==> config.mk <==
export PLATFORM = sky130hd
export DESIGN_NAME = irq_prio_ctrl
export DESIGN_NICKNAME = d
export VERILOG_FILES = /design/src/rtl/irq_prio_pkg.sv /design/src/rtl/irq_edge_sync.sv /design/src/rtl/irq_arbiter.sv /design/src/rtl/irq_nest_tracker.sv /design/src/rtl/irq_prio_ctrl.sv
export SDC_FILE = /design/constraint.sdc
export NUM_CORES = 1
export LEC_CHECK = 0
export ABC_AREA = 0
export BUFFER_PORTS_ARGS = -buffer_cell sky130_fd_sc_hd__buf_4
export CORE_MARGIN = 10
export CORE_UTILIZATION = 55
export CTS_CLUSTER_DIAMETER = 100
export DETAILED_ROUTE_END_ITERATION = 16
export GPL_ROUTABILITY_DRIVEN = 1
export HOLD_SLACK_MARGIN = 0.02
export PLACE_DENSITY = 0.83
export SKIP_CTS_REPAIR_TIMING = 1
export SYNTH_ARGS = -nofsm -noshare
export SYNTH_HDL_FRONTEND = slang
export SYNTH_SLANG_ARGS = --single-unit
export TNS_END_PERCENT = 5
==> constraint.sdc <==
create_clock -name clk -period 12.8 [get_ports clk]
set_input_delay 2.56 -clock clk [delete_from_list [all_inputs] [get_ports clk]]
set_output_delay 2.56 -clock clk [all_outputs]
set_load 0.01 [all_outputs]
==> src/rtl/irq_prio_pkg.sv <==
package irq_prio_pkg;
  localparam int N_DIRECT = 6;
  localparam int N_LINES  = N_DIRECT + 1;
  localparam int N_SUB    = 2;
  localparam int VEC_W    = $clog2(N_LINES);
  localparam int LVL_W    = 2;
  localparam int DATA_W   = 8;
  localparam int ADDR_W   = 3;

  typedef enum logic [ADDR_W-1:0] {
    RA_ENA  = 3'd0,
    RA_FLAG = 3'd1,
    RA_SUB  = 3'd2,
    RA_PLO  = 3'd3,
    RA_PHI  = 3'd4
  } reg_addr_e;

  // Level of a group: high bit from one register, low bit from the other.
  function automatic logic [LVL_W-1:0] group_level(
    input logic [N_DIRECT-1:0] lo,
    input logic [N_DIRECT-1:0] hi,
    input int                  grp
  );
    return {hi[grp], lo[grp]};
  endfunction

  // Line 6 shares the last group's level.
  function automatic int group_of_line(input int line);
    return (line < N_DIRECT) ? line : N_DIRECT - 1;
  endfunction
endpackage

==> src/rtl/irq_edge_sync.sv <==
module irq_edge_sync #(
  parameter int W = 1
) (
  input  logic         clk,
  input  logic         rst_n,
  input  logic [W-1:0] raw_i,
  output logic [W-1:0] rise_o
);
  for (genvar g = 0; g < W; g++) begin : g_bit
    logic s1_q, s2_q, prev_q;
    always_ff @(posedge clk or negedge rst_n) begin
      if (!rst_n) begin
        s1_q   <= 1'b0;
        s2_q   <= 1'b0;
        prev_q <= 1'b0;
      end else begin
        s1_q   <= raw_i[g];
        s2_q   <= s1_q;
        prev_q <= s2_q;
      end
    end
    assign rise_o[g] = s2_q & ~prev_q;
  end
endmodule

==> src/rtl/irq_arbiter.sv <==
module irq_arbiter #(
  parameter int N  = 7,
  parameter int LW = 2,
  localparam int IW = $clog2(N)
) (
  input  logic          clk,
  input  logic          rst_n,
  input  logic [N-1:0]  pend_i,
  input  logic [N*LW-1:0] lvl_i,
  output logic          win_valid_o,
  output logic [IW-1:0] win_idx_o,
  output logic [LW-1:0] win_lvl_o
);
  always_comb begin
    win_valid_o = 1'b0;
    win_idx_o   = '0;
    win_lvl_o   = '0;
    for (int i = 0; i < N; i++) begin
      // strictly greater keeps the lower index on a tie
      if (pend_i[i] && (!win_valid_o || lvl_i[i*LW +: LW] > win_lvl_o)) begin
        win_valid_o = 1'b1;
        win_idx_o   = IW'(i);
        win_lvl_o   = lvl_i[i*LW +: LW];
      end
    end
  end

  assert_winner_pending_R5: assert property (@(posedge clk) disable iff (!rst_n)
    win_valid_o |-> pend_i[win_idx_o]);
endmodule

==> src/rtl/irq_nest_tracker.sv <==
module irq_nest_tracker #(
  parameter int LW = 2,
  localparam int NL = 1 << LW
) (
  input  logic          clk,
  input  logic          rst_n,
  input  logic          push_i,
  input  logic [LW-1:0] push_lvl_i,
  input  logic          pop_i,
  output logic          active_o,
  output logic [LW-1:0] top_lvl_o
);
  logic [NL-1:0] insvc_q, insvc_d;

  always_comb begin
    active_o  = 1'b0;
    top_lvl_o = '0;
    for (int l = 0; l < NL; l++) begin
      if (insvc_q[l]) begin
        active_o  = 1'b1;
        top_lvl_o = LW'(l);
      end
    end
  end

  always_comb begin
    insvc_d = insvc_q;
    if (pop_i && active_o) insvc_d[top_lvl_o] = 1'b0;
    if (push_i)            insvc_d[push_lvl_i] = 1'b1;
  end

  always_ff @(posedge clk or negedge rst_n) begin
    if (!rst_n) insvc_q <= '0;
    else        insvc_q <= insvc_d;
  end

  assert_push_marks_level_R8: assert property (@(posedge clk) disable iff (!rst_n)
    push_i |=> insvc_q[$past(push_lvl_i)]);

  assert_pop_drops_one_R9: assert property (@(posedge clk) disable iff (!rst_n)
    (pop_i && !push_i && active_o) |=>
      ($countones(insvc_q) + 1 == $countones($past(insvc_q))));
endmodule

==> src/rtl/irq_prio_ctrl.sv <==
module irq_prio_ctrl
  import irq_prio_pkg::*;
(
  input  logic              clk,
  input  logic              rst_n,
  input  logic [5:0]        ext_irq_i,
  input  logic              xfer_busy_i,
  input  logic              sec_tick_i,
  input  logic [2:0]        reg_addr_i,
  input  logic [7:0]        reg_wdata_i,
  input  logic              reg_we_i,
  output logic [7:0]        reg_rdata_o,
  output logic              irq_req_o,
  output logic [2:0]        irq_vec_o,
  input  logic              irq_ack_i,
  input  logic              irq_reti_i
);
  localparam int RAW_W = N_DIRECT + N_SUB;

  logic [DATA_W-1:0]   en_q;
  logic [N_DIRECT-1:0] flag_q, flag_d;
  logic [N_SUB-1:0]    sub_en_q, sub_fl_q, sub_fl_d;
  logic [DATA_W-1:0]   plo_q;
  logic [N_DIRECT-1:0] phi_q;
  logic [DATA_W-1:0]   rdata_q, rd_mux;

  // named internal events
  logic [RAW_W-1:0]    rise;
  logic [N_DIRECT-1:0] line_rise;
  logic [N_SUB-1:0]    sub_rise;
  logic                glob_en, line6, ack_evt;
  logic                wr_ena, wr_flag, wr_sub, wr_plo, wr_phi;
  logic [N_DIRECT-1:0] ack_line_mask;
  logic [N_LINES-1:0]  pend;
  logic [N_LINES*LVL_W-1:0] lvl_vec;
  logic                win_valid, svc_active;
  logic [VEC_W-1:0]    win_idx;
  logic [LVL_W-1:0]    win_lvl, svc_lvl;

  irq_edge_sync #(.W(RAW_W)) u_sync (
    .clk    (clk),
    .rst_n  (rst_n),
    .raw_i  ({sec_tick_i, xfer_busy_i, ext_irq_i}),
    .rise_o (rise)
  );
  assign line_rise = rise[N_DIRECT-1:0];
  assign sub_rise  = rise[RAW_W-1:N_DIRECT];

  assign glob_en = en_q[DATA_W-1];
  assign wr_ena  = reg_we_i && (reg_addr_i == RA_ENA);
  assign wr_flag = reg_we_i && (reg_addr_i == RA_FLAG);
  assign wr_sub  = reg_we_i && (reg_addr_i == RA_SUB);
  assign wr_plo  = reg_we_i && (reg_addr_i == RA_PLO);
  assign wr_phi  = reg_we_i && (reg_addr_i == RA_PHI);

  assign line6 = |(sub_fl_q & sub_en_q);

  for (genvar i = 0; i < N_LINES; i++) begin : g_line
    if (i < N_DIRECT) begin : g_direct
      assign pend[i] = flag_q[i] & en_q[i] & glob_en;
    end else begin : g_composite
      assign pend[i] = line6 & en_q[i] & glob_en;
    end
    assign lvl_vec[i*LVL_W +: LVL_W] =
      group_level(plo_q[N_DIRECT-1:0], phi_q, group_of_line(i));
  end

  irq_arbiter #(.N(N_LINES), .LW(LVL_W)) u_arb (
    .clk         (clk),
    .rst_n       (rst_n),
    .pend_i      (pend),
    .lvl_i       (lvl_vec),
    .win_valid_o (win_valid),
    .win_idx_o   (win_idx),
    .win_lvl_o   (win_lvl)
  );

  irq_nest_tracker #(.LW(LVL_W)) u_nest (
    .clk        (clk),
    .rst_n      (rst_n),
    .push_i     (ack_evt),
    .push_lvl_i (win_lvl),
    .pop_i      (irq_reti_i),
    .active_o   (svc_active),
    .top_lvl_o  (svc_lvl)
  );

  assign irq_req_o = win_valid && (!svc_active || (win_lvl > svc_lvl));
  assign irq_vec_o = irq_req_o ? win_idx : '0;
  assign ack_evt   = irq_ack_i && irq_req_o;
  assign ack_line_mask = ack_evt ? (N_DIRECT'(1) << irq_vec_o) : '0;

  // flag update: write, then acknowledge clear, then hardware set wins
  always_comb begin
    flag_d = wr_flag ? reg_wdata_i[N_DIRECT-1:0] : flag_q;
    flag_d = (flag_d & ~ack_line_mask) | line_rise;
    sub_fl_d = wr_sub ? reg_wdata_i[5:4] : sub_fl_q;
    sub_fl_d = sub_fl_d | sub_rise;
  end

  always_ff @(posedge clk or negedge rst_n) begin
    if (!rst_n) begin
      en_q     <= '0;
      flag_q   <= '0;
      sub_en_q <= '0;
      sub_fl_q <= '0;
      plo_q    <= '0;
      phi_q    <= '0;
    end else begin
      flag_q   <= flag_d;
      sub_fl_q <= sub_fl_d;
      if (wr_ena) en_q     <= reg_wdata_i;
      if (wr_sub) sub_en_q <= reg_wdata_i[N_SUB-1:0];
      if (wr_plo) plo_q    <= reg_wdata_i;
      if (wr_phi) phi_q    <= reg_wdata_i[N_DIRECT-1:0];
    end
  end

  always_comb begin
    case (reg_addr_i)
      RA_ENA:  rd_mux = en_q;
      RA_FLAG: rd_mux = {1'b0, line6, flag_q};
      RA_SUB:  rd_mux = {2'b00, sub_fl_q, 2'b00, sub_en_q};
      RA_PLO:  rd_mux = plo_q;
      RA_PHI:  rd_mux = {2'b00, phi_q};
      default: rd_mux = '0;
    endcase
  end

  always_ff @(posedge clk or negedge rst_n) begin
    if (!rst_n) rdata_q <= '0;
    else        rdata_q <= rd_mux;
  end
  assign reg_rdata_o = rdata_q;

  assert_hw_set_wins_R10: assert property (@(posedge clk) disable iff (!rst_n)
    (line_rise != '0) |=> ((flag_q & $past(line_rise)) == $past(line_rise)));

  assert_ack_clears_flag_R6: assert property (@(posedge clk) disable iff (!rst_n)
    (ack_evt && !wr_flag && ((ack_line_mask & line_rise) == '0)) |=>
      ((flag_q & $past(ack_line_mask)) == '0));

  assert_sub_kept_on_ack_R7: assert property (@(posedge clk) disable iff (!rst_n)
    (ack_evt && !wr_sub) |=> ((sub_fl_q & $past(sub_fl_q)) == $past(sub_fl_q)));

  assert_global_gate_R3: assert property (@(posedge clk) disable iff (!rst_n)
    !glob_en |-> !irq_req_o);
endmodule

==> results_dict.tcl <==
set metrics [dict create \
    status "finished clean" \
    grt_first_pass_wirelength_um 13000 \
    stdcell_area_sq_mm 0.00396 \
    clk_pin_slew_worst_paths_ns 0.07 \
    die_w_um 98.3 \
    netlist_top_cells_area "dfrtp_1 50%, mux2_2 9.7%, ha_1 5.2%" \
    wirelength_um 7900 \
    fin_crit_ns 12.09 \
    htreeDepth 3 \
    initial_core_util 0.567 \
    crit_path_end "irq_vec_o[1]" \
    max_slew.worst_pin.slew_ns 1.23 \
    worst-path-stages 45 \
    timing_worst_setup_path_type "reg -> out" \
    drt_iter0_drc 194 \
    synth_edf_count 0 \
    synth_nets 343 \
    firstDrtPassIters 4 \
    yosys.area.top_type "dfrtp_1" \
    avgSynthCellArea_sq_um 11.1 \
    worstReg2RegEnd "flag_q[2]" \
    placed_area_sq_mm 0.00372 \
    worstPathArrival_ns 9.53 \
    ys_ff_latch 68 \
    fill_cells 454 \
    grt_usage 0.166 \
    rrSetupSlack_ns 3.05 \
    core_area_sq_mm 0.00596 \
    hold_viol 0 \
    hp-class "reg -> reg" \
    die_area_sq_mm 0.00967 \
    synth_top_area_frac 0.504 \
    fp.dieH_um 98.3 \
    drc_errors 0 \
    synth_area_sq_mm 0.00338 \
    r2r-start "en_q[0]" \
    crit_buf_inv 4 \
    drtAntennaViolNets 0 \
    synth_cell_types 53 \
    routabilityCongestion 0.888 \
    max_freq_mhz 82.7 \
    nNetsFinal 385 \
    start_kind "flop" \
    p_per_area_mw_per_mm2 197 \
    port_buffers 35 \
    crit_family "compound AO/OA/AOI/OAI gates" \
    multiInputGateArea_sq_mm 0.00159 \
    overflow 0 \
    antenna_cells 0 \
    cp_max_fo 8 \
    holdWs_ns 0.345 \
    drv_cap 0 \
    num_rows 28 \
    pre_cts_ws_ns 0.785 \
    cts_tree "done" \
    insertion_delay_ns 0.35 \
    ios 36 \
    period_share 0.944 \
    vias 2556 \
    cts_root_buffer "clkbuf_8" \
    grt_pass1_vias 2590 \
    max_stage_delay_ns 0.42 \
    cp-end-kind "primary output" \
    grt_max_degree 69 \
    yosysSeqAreaShare 0.504 \
    final.setup.worst_slack_ns 0.713 \
    dp_hpwl_um 5860 \
    antenna_found_initial 0 \
    ff_latch_area_sq_mm 0.00170 \
    p_leak_nw 1.78 \
    synth-main-ff-cell "dfrtp_1" \
    syn-instance-count 305 \
    area_delta_synth_final_pct 17.2 \
    fin_worst_skew_ns 0.00712 \
    cts_made_buffers 9 \
    worstSetupStartpoint "en_q[0]" \
    ys_warn_count 0 \
    clockBufferDepth 2 \
    viasPerCell 5.99 \
    setup_viol_count_final 0 \
    r2r_cells 49 \
    vdd_ir_drop_max_mv 0.153 \
    numClockSinks 68 \
    async_reset_ff_frac 1.00 \
    wl_per_cell_um 18.5 \
    slowest_stage "dfrtp_1" \
    critPathRequiredTime_ns 10.24 \
    slew_headroom 0.179 \
    slew_violations 0 \
    drive_above_1_share 0.290 \
]
-- layer usage --
| metal | GRT usage | part of all wire | vias to the layer above |
|---|---|---|---|
| met5 | 0 | 0 | - |
| met2 | 0.266 | 0.48 | 93 |
| met4 | 0.0518 | 0.0091 | 0 |
| met3 | 0.0634 | 0.072 | 8 |
| li1 | - | - | 1199 |
| met1 | 0.203 | 0.43 | 1256 |
-- worst reg2reg max path, delay by kind of cell (launching register included) --
kind            cells  cell delay [ns]
compound gates     18             3.58
fa+ha+maj           7             1.97
buf+inv             5             0.70
mux                 1             0.37
simple gates       18             2.58
flops               1             0.42
-- stage by stage --
| step | std cells | utilization | setup TNS, ns | total power (W) |
|---|---|---|---|---|
| after CTS | 425 | 0.657 | 0 | 0.000772 |
| final | 427 | 0.664 | 0 | 0.000781 |
| after detailed placement | 409 | 0.625 | 0 | 0.000599 |
| after global routing | 427 | 0.664 | -0.00125 | 0.000837 |
| after floorplan | 305 | - | 0 | 0.000502 |
| after global placement | 409 | 0.625 | 0 | 0.000584 |
-- worst min-delay path by stage --
| stage | depth (start not counted) | end | slack, ns | startpoint |
|---|---|---|---|---|
| floorplan | 0 | u_sync.g_bit[0].s2_q | 0.33 | u_sync.g_bit[0].s1_q |
| finish | 0 | u_sync.g_bit[6].s2_q | 0.35 | u_sync.g_bit[6].s1_q |
| CTS | 0 | u_sync.g_bit[6].s2_q | 0.35 | u_sync.g_bit[6].s1_q |
| global route | 0 | u_sync.g_bit[6].s2_q | 0.34 | u_sync.g_bit[6].s1_q |
| detailed placement | 0 | u_sync.g_bit[1].s2_q | 0.34 | u_sync.g_bit[1].s1_q |
| global placement | 0 | u_sync.g_bit[0].s2_q | 0.33 | u_sync.g_bit[0].s1_q |
-- synthesized netlist by cell type (all sizes together), types with 2 or more instances --
library cell,count
a22oi,8
mux2,29
and2,4
a22o,2
o2111ai,3
nand2,25
a211oi,4
nor3b,4
a32o,3
a31oi,3
a31o,2
o2111a,2
o31ai,3
a21oi,8
nor2b,11
ha,14
o22ai,9
nand3,5
nor3,4
dfrtp,68
nor2,19
a2bb2oi,2
clkbuf,8
mux2i,10
nand2b,3
inv,20
o21ai,14
o21a,3
-- logic make-up after synthesis --
logic type,count (synthesis),synth area share
compound gates,73,0.161
fa+ha+maj,14,0.0519
buf+inv,29,0.0322
flops,68,0.504
mux,39,0.126
simple gates,82,0.125
-- cell usage in the layout, fill, tap and decap left out, types with 3 or more instances in the layout --
cell type,n
inv_1,19
nand2_1,25
o22ai_1,9
and2_1,3
nand2b_1,3
nor3b_1,3
mux2i_1,10
nand3_1,5
buf_4,40
nor2b_1,10
a32o_1,3
mux2_2,29
dfrtp_1,68
ha_1,14
o2111ai_1,3
o21ai_1,3
a22oi_1,8
o21a_1,3
o21ai_0,11
clkbuf_8,9
a21oi_1,7
nor3_1,3
nor2_1,18
-- state kept, by name (all words and copies together), names as in the netlist --
register	count
sub_fl_q	2
u_sync.g_bit.s2_q	8
plo_q	8
flag_q	6
en_q	8
u_sync.g_bit.prev_q	8
sub_en_q	2
phi_q	6
u_nest.insvc_q	4
reg_rdata_o	8
u_sync.g_bit.s1_q	8
-- power by group --
group	internal, W	switching, W	leakage (nW)
sequential	0.000250	0.0000341	0.802
clock	0.0000899	0.0000805	0.0962
combinational	0.000146	0.000181	0.883
-- cell type report --
cell class,count,share of cell area
repair buffers,40,0.0759
clock buffers,10,0.0323
multi-input cells,208,0.403
flip-flops and latches,68,0.430
inverters,20,0.0190
well taps,75,0.0237
clock inverters,6,0.0164
Power figures use the tool's default switching activity.
